$ cat config.mk
export PLATFORM = sky130hd
export DESIGN_NAME = hotswap_seq
export DESIGN_NICKNAME = d
export VERILOG_FILES = /design/src/rtl/hs_pkg.sv /design/src/rtl/hs_lowflt.sv /design/src/rtl/hs_sutimer.sv /design/src/rtl/hs_chan.sv /design/src/rtl/hotswap_seq.sv
export SDC_FILE = /design/constraint.sdc
export NUM_CORES = 1
export LEC_CHECK = 0
export ABC_AREA = 1
export BUFFER_PORTS_ARGS = -buffer_cell sky130_fd_sc_hd__buf_2
export CAP_MARGIN = 20
export CELL_PAD_IN_SITES_DETAIL_PLACEMENT = 1
export CELL_PAD_IN_SITES_GLOBAL_PLACEMENT = 2
export CORE_ASPECT_RATIO = 1.75
export CORE_UTILIZATION = 35
export DETAILED_ROUTE_END_ITERATION = 6
export GPL_ROUTABILITY_DRIVEN = 1
export PLACE_DENSITY_LB_ADDON = 0.2
export SETUP_SLACK_MARGIN = 0.1
export SKIP_CTS_REPAIR_TIMING = 1
export SKIP_LAST_GASP = 1
export SLEW_MARGIN = 20
export SYNTH_ARGS = -nofsm -noshare
export SYNTH_HDL_FRONTEND = slang
export SYNTH_SLANG_ARGS = --single-unit
$ cat constraint.sdc
create_clock -name clk -period 2.2 [get_ports clk]
set_input_delay 0.11 -clock clk [delete_from_list [all_inputs] [get_ports clk]]
set_output_delay 0.11 -clock clk [all_outputs]
set_load 0.1 [all_outputs]
$ cat src/rtl/hs_pkg.sv
// Shared types and constants for the hot-swap sequencer.
// Assumes two channels and a three-bit fault word per channel.
package hs_pkg;
    localparam int NCH  = 2;
    localparam int NFLT = 3;
    localparam int FLT_UV = 0;
    localparam int FLT_OV = 1;
    localparam int FLT_OC = 2;
    localparam int WR_W = 4;

    typedef enum logic [1:0] {
        CH_IDLE  = 2'd0,
        CH_START = 2'd1,
        CH_RUN   = 2'd2
    } ch_state_t;
endpackage

$ cat src/rtl/hs_lowflt.sv
// Supply-low deglitch: counts consecutive cycles with ok low and raises
// trip once the count exceeds DG_CYC. Assumes ok is already synchronous.
module hs_lowflt #(
    parameter int DG_CYC = 200
) (
    input  logic clk,
    input  logic rst_n,
    input  logic ok,
    output logic trip
);
    localparam int CW = $clog2(DG_CYC + 2);
    localparam logic [CW-1:0] LIM = CW'(DG_CYC + 1);

    logic [CW-1:0] cnt;

    // Saturating count of consecutive low samples.
    always_ff @(posedge clk) begin
        if (!rst_n)        cnt <= '0;
        else if (ok)       cnt <= '0;
        else if (cnt != LIM) cnt <= cnt + 1'b1;
    end

    assign trip = (cnt == LIM);
endmodule

$ cat src/rtl/hs_sutimer.sv
// Start-up timer: while run is high it counts either clock cycles (fixed
// mode) or tick pulses up to the selected limit; expired flags the limit.
// Assumes fixed_sel is stable during a start-up.
module hs_sutimer #(
    parameter int TMR_TICKS     = 100,
    parameter int TMR_FIXED_CYC = 20_000_000
) (
    input  logic clk,
    input  logic rst_n,
    input  logic run,
    input  logic fixed_sel,
    input  logic tick,
    output logic expired
);
    localparam int TMAX = (TMR_TICKS > TMR_FIXED_CYC) ? TMR_TICKS : TMR_FIXED_CYC;
    localparam int CW   = $clog2(TMAX + 1);

    logic [CW-1:0] cnt;
    logic [CW-1:0] lim;
    logic          step;

    // Select the limit and the counting event.
    always_comb begin
        lim  = fixed_sel ? CW'(TMR_FIXED_CYC) : CW'(TMR_TICKS);
        step = fixed_sel | tick;
    end

    // Count while in start-up, clear otherwise.
    always_ff @(posedge clk) begin
        if (!rst_n)                   cnt <= '0;
        else if (!run)                cnt <= '0;
        else if (step && (cnt < lim)) cnt <= cnt + 1'b1;
    end

    assign expired = run && (cnt == lim);
endmodule

$ cat src/rtl/hs_chan.sv
// One channel: idle/start-up/run state machine, fault word, control word
// and power-good qualification. Assumes comparator flags are synchronous
// and that the peer coupling terms come from the top level.
module hs_chan
    import hs_pkg::*;
#(
    parameter int TMR_TICKS     = 100,
    parameter int TMR_FIXED_CYC = 20_000_000
) (
    input  logic            clk,
    input  logic            rst_n,
    input  logic            on,
    input  logic            detach,
    input  logic            uv,
    input  logic            ov,
    input  logic            ilim,
    input  logic            fb_ok,
    input  logic            gate_enh,
    input  logic            trip,
    input  logic            tmr_fixed,
    input  logic            tmr_tick,
    input  logic            ctrl_we,
    input  logic            fault_we,
    input  logic [WR_W-1:0] wr_data,
    input  logic            peer_kill,
    input  logic            peer_hold,
    output logic            gate_on,
    output logic            pgood,
    output logic [NFLT-1:0] fault,
    output logic [NFLT-1:0] retry,
    output logic            oc_evt
);
    ch_state_t       st, st_nx;
    logic [NFLT-1:0] flt_q, flt_nx, flt_base, flt_evt;
    logic [NFLT-1:0] retry_q;
    logic            swen_q, on_q, det_q, pg_q;
    logic            tmr_exp, hold, kill, start_ok, det_rise, on_fall;

    hs_sutimer #(
        .TMR_TICKS     (TMR_TICKS),
        .TMR_FIXED_CYC (TMR_FIXED_CYC)
    ) u_tmr (
        .clk       (clk),
        .rst_n     (rst_n),
        .run       (st == CH_START),
        .fixed_sel (tmr_fixed),
        .tick      (tmr_tick),
        .expired   (tmr_exp)
    );

    // Turn-off and start qualification terms.
    always_comb begin
        oc_evt   = ilim & ((st == CH_RUN) | tmr_exp);
        hold     = |(flt_q & ~retry_q);
        det_rise = detach & ~det_q;
        on_fall  = on_q & ~on;
        kill     = ~on | ~swen_q | det_rise | uv | ov | trip | hold
                 | peer_hold | oc_evt | peer_kill;
        start_ok = on & swen_q & ~detach & ~uv & ~ov & ~trip & ~hold & ~peer_hold;
    end

    // Next state of the channel sequence.
    always_comb begin
        st_nx = st;
        unique case (st)
            CH_IDLE:  if (start_ok) st_nx = CH_START;
            CH_START: if (kill) st_nx = CH_IDLE;
                      else if (tmr_exp) st_nx = CH_RUN;
            CH_RUN:   if (kill) st_nx = CH_IDLE;
            default:  st_nx = CH_IDLE;
        endcase
    end

    // Next fault word: clear on on-fall, software overwrite, then events.
    always_comb begin
        if (on_fall)       flt_base = '0;
        else if (fault_we) flt_base = wr_data[NFLT-1:0];
        else               flt_base = flt_q;
        flt_evt = '0;
        flt_evt[FLT_UV] = uv;
        flt_evt[FLT_OV] = ov;
        flt_evt[FLT_OC] = oc_evt;
        flt_nx = flt_base | (flt_evt & {NFLT{on}});
    end

    // State, fault and edge-detect registers.
    always_ff @(posedge clk) begin
        if (!rst_n) begin
            st    <= CH_IDLE;
            flt_q <= '0;
            on_q  <= 1'b0;
            det_q <= 1'b0;
        end else begin
            st    <= st_nx;
            flt_q <= flt_nx;
            on_q  <= on;
            det_q <= detach;
        end
    end

    // Control word: software enable in bit 0, retry bits above it.
    always_ff @(posedge clk) begin
        if (!rst_n) begin
            swen_q  <= 1'b1;
            retry_q <= 3'b011;
        end else if (ctrl_we) begin
            swen_q  <= wr_data[0];
            retry_q <= wr_data[NFLT:1];
        end
    end

    // Power-good qualification and release.
    always_ff @(posedge clk) begin
        if (!rst_n) pg_q <= 1'b0;
        else begin
            unique case (st)
                CH_RUN:   pg_q <= (pg_q | (fb_ok & gate_enh)) & fb_ok;
                CH_START: pg_q <= 1'b0;
                default:  pg_q <= pg_q & fb_ok;
            endcase
        end
    end

    assign gate_on = (st != CH_IDLE);
    assign pgood   = pg_q;
    assign fault   = flt_q;
    assign retry   = retry_q;
endmodule

$ cat src/rtl/hotswap_seq.sv
// Top level: two channel controllers, supply-low deglitchers, write-port
// decode and cross-channel overcurrent coupling. Assumes all inputs are
// synchronous to clk.
module hotswap_seq
    import hs_pkg::*;
#(
    parameter int CORE_DG_CYC   = 200,
    parameter int VDD_DG_CYC    = 400,
    parameter int TMR_TICKS     = 100,
    parameter int TMR_FIXED_CYC = 20_000_000
) (
    input  logic                 clk,
    input  logic                 rst_n,
    input  logic [NCH-1:0]       ch_on,
    input  logic [NCH-1:0]       ch_detach,
    input  logic [NCH-1:0]       ch_uv,
    input  logic [NCH-1:0]       ch_ov,
    input  logic [NCH-1:0]       ch_ilim,
    input  logic [NCH-1:0]       ch_fb_ok,
    input  logic [NCH-1:0]       ch_gate_enh,
    input  logic [NCH-1:0]       vdd_ok,
    input  logic                 core_ok,
    input  logic                 oc_single_mode,
    input  logic                 tmr_tick,
    input  logic                 tmr_fixed_sel,
    input  logic                 wr_en,
    input  logic [1:0]           wr_addr,
    input  logic [WR_W-1:0]      wr_data,
    output logic [NCH-1:0]       gate_on,
    output logic [NCH-1:0]       fast_pd,
    output logic [NCH-1:0]       pgood,
    output logic [NCH*NFLT-1:0]  ch_fault
);
    logic                 core_trip;
    logic [NCH-1:0]       vdd_trip, trip, oc_evt, ctrl_we, fault_we;
    logic [NCH-1:0]       peer_kill, peer_hold;
    logic [NFLT-1:0]      fault_w [NCH];
    logic [NFLT-1:0]      retry_w [NCH];

    hs_lowflt #(.DG_CYC(CORE_DG_CYC)) u_core_dg (
        .clk(clk), .rst_n(rst_n), .ok(core_ok), .trip(core_trip)
    );

    for (genvar c = 0; c < NCH; c++) begin : g_ch
        localparam int P = NCH - 1 - c;

        hs_lowflt #(.DG_CYC(VDD_DG_CYC)) u_vdd_dg (
            .clk(clk), .rst_n(rst_n), .ok(vdd_ok[c]), .trip(vdd_trip[c])
        );

        // Per-channel decode of trips, writes and peer coupling.
        always_comb begin
            trip[c]      = core_trip | vdd_trip[c];
            ctrl_we[c]   = wr_en & (wr_addr[1] == c[0]) & ~wr_addr[0];
            fault_we[c]  = wr_en & (wr_addr[1] == c[0]) &  wr_addr[0];
            peer_kill[c] = ~oc_single_mode & oc_evt[P];
            peer_hold[c] = ~oc_single_mode & fault_w[P][FLT_OC] & ~retry_w[P][FLT_OC];
        end

        hs_chan #(
            .TMR_TICKS     (TMR_TICKS),
            .TMR_FIXED_CYC (TMR_FIXED_CYC)
        ) u_chan (
            .clk       (clk),
            .rst_n     (rst_n),
            .on        (ch_on[c]),
            .detach    (ch_detach[c]),
            .uv        (ch_uv[c]),
            .ov        (ch_ov[c]),
            .ilim      (ch_ilim[c]),
            .fb_ok     (ch_fb_ok[c]),
            .gate_enh  (ch_gate_enh[c]),
            .trip      (trip[c]),
            .tmr_fixed (tmr_fixed_sel),
            .tmr_tick  (tmr_tick),
            .ctrl_we   (ctrl_we[c]),
            .fault_we  (fault_we[c]),
            .wr_data   (wr_data),
            .peer_kill (peer_kill[c]),
            .peer_hold (peer_hold[c]),
            .gate_on   (gate_on[c]),
            .pgood     (pgood[c]),
            .fault     (fault_w[c]),
            .retry     (retry_w[c]),
            .oc_evt    (oc_evt[c])
        );

        assign ch_fault[c*NFLT +: NFLT] = fault_w[c];
        assign fast_pd[c] = trip[c];
    end
endmodule

# Word level (Yosys, flattened, before mapping)
# Index checks and enable logic that the tools add are counted.
[op_classes] n_reduce_logical=17 n_bitwise=95 n_eq_ne=18 order_cmp=2 mux=17 n_addsub=5
[op_table] op="$add A25 B1 Y25 const B" n=2
[op_table] op="$eq A25 B25 Y1" n=2
[op_table] op="$lt A25 B25 Y1" n=2
[op_table] op="$and A1 B1 Y1" n=38
[op_table] op="$mux W25" n=1
[op_table] op="$or A1 B1 Y1" n=25
[op_table] op="$not A1 Y1" n=24
[op_table] op="$add A9 B1 Y9 const B" n=2
[op_table] op="$eq A9 B9 Y1 const B" n=2
[op_table] op="$ne A9 B9 Y1 const B" n=2
[op_table] op="$mux W2" n=8
[op_table] op="$and A3 B3 Y3" n=4
[op_table] op="$mux W3" n=4
[op_table] op="$pmux W2 S3" n=2
[op_table] op="$add A8 B1 Y8 const B" n=1
[op_table] op="$eq A8 B8 Y1 const B" n=1
[op_table] op="$ne A2 B1 Y1 const B" n=4
[op_table] op="$ne A8 B8 Y1 const B" n=1
[op_table] op="$ne A3 B1 Y1 const B" n=2
[op_table] op="$not A3 Y3" n=2
[op_table] op="$or A3 B3 Y3" n=2
[op_table] op="$reduce_and A3 Y1" n=2
[op_table] op="$reduce_or A2 Y1" n=3
[op_table] op="$reduce_or A3 Y1" n=2
[op_table] op="7 further kinds" n=16
[totals] regBits=100 input_bits=29 wordCells=173

# Logic depth before layout (Yosys ltp)
[logic_depth] ltp_word=12 depth_mapped=14 depth_no_buf=14

# By module
# From an unflattened synthesis, not the netlist that was laid out.
[hier_totals] cells_unflattened=1116 hier_area_um2=6747.7
[modules_own_cells] mod="hs_sutimer" n_inst=2 area_each_um2=1976.9 seq_area_each_um2=500.5 cells_per_inst=350
[modules_own_cells] mod="hs_chan" n_inst=2 area_each_um2=639.4 seq_area_each_um2=240.2 cells_per_inst=92
[modules_own_cells] mod="hs_lowflt (g_ch[0].u_vdd_dg ...)" n_inst=2 area_each_um2=510.5 seq_area_each_um2=180.2 cells_per_inst=76
[modules_own_cells] mod="hs_lowflt (u_core_dg)" n_inst=1 area_each_um2=417.9 seq_area_each_um2=160.2 cells_per_inst=61
[modules_own_cells] mod="hotswap_seq" n_inst=1 area_each_um2=76.3 seq_area_each_um2=0.0 cells_per_inst=19

# Worst setup path after synthesis
# No wires, ideal clock.
[synth_path] path_type="in2reg" startpoint="input port tmr_fixed_sel" endpoint="register g_ch[1].u_chan.u_tmr.cnt[8]" path_buffers=1 setup_ns=0.071 cell_stages=10 t_arrival_ns=1.833 setup_slack_ns=0.297 required_ns=2.129 cell_sequence="inv_1 -> ha_1 -> a21oi_1 -> o21ai_0 -> a21oi_1 -> nand2_2 -> nor3_4 -> buf_6 -> nand2_2 -> a21oi_2"
[synth_via] elab_chain_cells=3 elab_cells_between_ends=4 classes_between="1 x order compare; 1 x mux; 1 x bitwise; 1 x reduce/logical"
[synth_lines] element="from (decl)" line="hotswap_seq.sv:25" source="input logic tmr_fixed_sel,"
[synth_lines] element="$mux W25" line="hs_sutimer.sv:24" source="lim = fixed_sel ? CW'(TMR_FIXED_CYC) : CW'(TMR_TICKS);"
[synth_lines] element="$lt A25 B25 Y1" line="hs_sutimer.sv:32" source="else if (step && (cnt < lim)) cnt <= cnt + 1'b1;"
[synth_lines] element="$logic_and A1 B1 Y1 *" line="hs_sutimer.sv:32"
[synth_lines] element="to (signal assigned)" line="hs_sutimer.sv:32"
[synth_lines] element="to (decl)" line="hs_sutimer.sv:18" source="logic [CW-1:0] cnt;"
# Mark *: on every way between the ends. The rest lies on a longest branch, timed or not.
# A chain may end at the register's enable or synchronous reset.

# Worst setup path in the final report
[layout_path] startpoint="register g_ch[1].u_chan.u_tmr.cnt[11]" endpoint="register g_ch[1].u_chan.u_tmr.cnt[2]"
[layout_via] elab_chain_cells=2
[layout_lines] element="$lt A25 B25 Y1" line="hs_sutimer.sv:32"
[layout_lines] element="$logic_and A1 B1 Y1" line="hs_sutimer.sv:32"
# Every way passes these cells.

==> impl_metrics.json <==
{
  "status": "complete, but fails checks",
  "violations": "hold timing",
  "cellPowerDensity_nw_per_um2": 621,
  "grt_use_total_pct": 22.5,
  "h-tree-depth": 3,
  "clk_path_buf_depth": 2,
  "grt_antenna_before_repair": 0,
  "detailroute.via_count": 6371,
  "gr-usage-met3_pct": 3.02,
  "hold_start": "ch_ov[0]",
  "postSynth.asyncResetShare_pct": 0,
  "timing.hold.worst_endpoint": "g_ch[0].u_chan.fault[1]",
  "setup.worst_path.class": "reg -> reg",
  "grt_first_pass_wirelength_um": 33300,
  "maxCapViolations": 0,
  "worstRegToRegCells": 12,
  "cts_buffers": 9,
  "hpwlAfterDp_um": 16100,
  "total_leakage_power_nw": 3.10,
  "share_of_layout_cells_above_drive_strength_1_pct": 18.0,
  "initialDrtViolationCount": 201,
  "drt-wirelength-per-cell_um": 16.6,
  "finalCritPeriodShare_pct": 89.9,
  "grt_start_max_net_pins": 26,
  "peak_vdd_ir_uv": 568,
  "seq_area_frac_synth_pct": 31.1,
  "cts.reportedPaths.clkPinSlew_ns": 0.08,
  "stage_delay_of_the_slowest_cell_on_the_critical_path_ns": 0.36,
  "ys_top_cells_by_count": "nand2_1, inv_1, dfxtp_1",
  "total_die_area_um2": 19000,
  "synth_top_cell_by_area": "dfxtp_1",
  "design.portCount": 41,
  "power_w": 0.00476,
  "worst_path_dominant_cell_family": "simple AND/OR/NAND/NOR gates",
  "cts_tree": "yes",
  "dp_slack_ns": 0.0849,
  "first_global_vias": 6700,
  "timing.critical_path.required_ns": 2.50,
  "area_growth_pct": 18.9,
  "area_of_the_mapped_netlist_um2": 6440,
  "gr-max-usage-layer": "met2",
  "design.final.nets": 1072,
  "finalWorstSetupSlack_ns": 0.221,
  "critical_path.n_buffers_inverters": 2,
  "fin_skew_ns": 0.00918,
  "worst_pin_slew_ns": 0.722,
  "placement_row_count": 65,
  "worstHoldPathType": "in -> reg",
  "number_of_synthesized_flops_with_an_enable_pin": 0,
  "gr-usage-met2_pct": 44.0,
  "max_freq_mhz": 505,
  "critPathLaunchType": "flop",
  "crit_chain": "ha_1, nand2_1, o211ai_1, nand2_1, o211ai_1, nand2_1, nand2_2, nor3_4, buf_4, clkbuf_16, nand2_2, a21oi_2",
  "timing.critical_path.fanout_max": 12,
  "antenna_cells_inserted": 0,
  "cell_count_of_the_worst_hold_path": 3,
  "yosysWarnings": 0,
  "critical_register_to_register_path_startpoint": "g_ch[1].u_chan.u_tmr.cnt[11]",
  "gp_congestion": 0.873,
  "setup_tns_ns": 0,
  "critPathSlowestCell": "dfxtp_2",
  "timing.final.crit_period_ns": 1.98,
  "postSynthRegisterBits": 100,
  "rr_endpoint": "g_ch[1].u_chan.u_tmr.cnt[2]",
  "final-max-slew-violation-count": 0,
  "clock-sinks": 100,
  "met1_usage_in_global_routing_pct": 22.3,
  "synth_top_cell_area_share_pct": 31.1,
  "crit_path_end_kind": "flop",
  "placed_cell_area_um2": 7110,
  "final_hold_slack_ns": -0.0242,
  "yosys.cell_types.count": 40,
  "synth.avg_cell_area_um2": 6.89,
  "detail_route.first_pass.iterations": 5,
  "clk_latency_ns": 0.37,
  "crit_top_cell": "nand2_1",
  "synth_top_cells_by_area": "dfxtp_1, nand2_1, ha_1, inv_1, nand3_1",
  "timing.slew.headroom_pct": 51.5,
  "grt_overflow_total": 0,
  "dominantRegCellSynth": "dfxtp_1",
  "floorplan.die.width_um": 105,
  "worst-r2r-setup-slack_ns": 0.22,
  "cts_root_buf": "clkbuf_16",
  "finalSetupViolations": 0,
  "drt-total-wl_um": 20700,
  "postLayoutCellArea_um2": 7660,
  "report.final.hold_viol_count": 2,
  "ant_nets": 0,
  "detail_route.vias_per_cell": 5.10,
  "worstPathArrival_ns": 2.28,
  "syn-num-nets": 996,
  "floorplan.initialDensity_pct": 35.7,
  "post_synthesis_instance_total": 935,
  "synthMostInstantiatedCell": "nand2_1",
  "port-buffer-count": 40,
  "detail_route.drc_violations": 0,
  "design.core.area_um2": 18100,
  "die_y_um": 181,
  "grt_setup_unrepaired": "no"
}
## cell families after synthesis
family | share of synthesized area, %
flops | 31.1
fa+ha+maj | 6.22
simple gates | 33.8
buf+inv | 8.95
compound gates | 13.4
xor+xnor | 6.53
## worst max-delay path by stage
stage | startpoint | to | slack, ns | depth (start not counted)
2_1_floorplan | tmr_fixed_sel | g_ch[1].u_chan.u_tmr.cnt[8] | 0.30 | 10
3_3_place_gp | tmr_fixed_sel | g_ch[1].u_chan.u_tmr.cnt[16] | 0.12 | 12
3_5_place_dp | tmr_fixed_sel | g_ch[1].u_chan.u_tmr.cnt[7] | 0.08 | 12
4_1_cts | g_ch[0].u_vdd_dg.cnt[0] | fast_pd[0] | 0.10 | 6
5_1_grt | g_ch[1].u_chan.u_tmr.cnt[21] | g_ch[1].u_chan.u_tmr.cnt[2] | 0.07 | 10
6_report | g_ch[1].u_chan.u_tmr.cnt[11] | g_ch[1].u_chan.u_tmr.cnt[2] | 0.22 | 12
## through the flow
| stage | utilization, % | hold WS (ns) | cells |
|---|---|---|---|
| detailed placement | 39.4 | 0.348 | 1223 |
| floorplan | - | 0.203 | 935 |
| CTS | 41.2 | -0.0510 | 1239 |
| global placement | 39.4 | 0.343 | 1223 |
| global route | 42.4 | 0.0110 | 1250 |
| finish | 42.4 | -0.0242 | 1250 |
## tightest hold or removal path, delay by kind of cell
family | cells | cell delay, ns
simple gates | 1 | 0.05
compound gates | 1 | 0.06
buf+inv | 1 | 0.09
## registers in the layout, summed over array words and instances, names as in the netlist
signal                 flops
g_ch.u_chan.retry          6
g_ch.u_chan.swen_q         2
g_ch.u_chan.st             4
u_core_dg.cnt              8
g_ch.u_chan.on_q           2
g_ch.u_vdd_dg.cnt         18
g_ch.u_chan.det_q          2
g_ch.u_chan.pgood          2
g_ch.u_chan.fault          6
g_ch.u_chan.u_tmr.cnt     50
## power by group
group	switching [W]	internal, W	leakage [nW]
Sequential	0.0000460	0.00188	0.813
Combinational	0.000812	0.000276	2.13
Clock	0.000829	0.000914	0.152
Total	0.00169	0.00307	3.10
## layer usage
metal | vias to the layer above | wire length (µm)
met3 | 49 | 366
li1 | 3223 | -
met4 | 0 | 933
met1 | 3024 | 7820
met2 | 75 | 11600
met5 | - | 0
## final cells by class
| cell class | instances | area, µm² |
|---|---|---|
| clock buffers | 9 | 225 |
| clock inverters | 7 | 91.3 |
| fillers | 2368 | 10400 |
| inverters | 113 | 424 |
| multi-input cells | 700 | 3940 |
| flip-flops and latches | 100 | 2010 |
| well taps | 234 | 293 |
| repair buffers | 87 | 673 |
## placed cells by master (no fill, tap or decap), types with 5 or more instances in the layout
master / netlist / final
nand2_1: 212 / 211
nand2_2: 23 / 24
inv_1: 101 / 101
inv_2: 11 / 11
buf_2: 2 / 38
o21ai_0: 32 / 32
dfxtp_1: 100 / 95
dlygate4sd3_1: 0 / 7
nand4_1: 28 / 28
nand3_1: 74 / 69
buf_12: 0 / 5
buf_4: 10 / 33
nor3_1: 25 / 25
dfxtp_2: 0 / 5
nand3_2: 0 / 5
o211ai_1: 13 / 13
xor2_1: 36 / 36
a21oi_1: 67 / 67
ha_1: 32 / 29
a21oi_2: 21 / 21
nor2_1: 89 / 89
xnor2_1: 12 / 12
clkbuf_16: 0 / 11
Note: power is estimated with default switching activity, not from simulation.
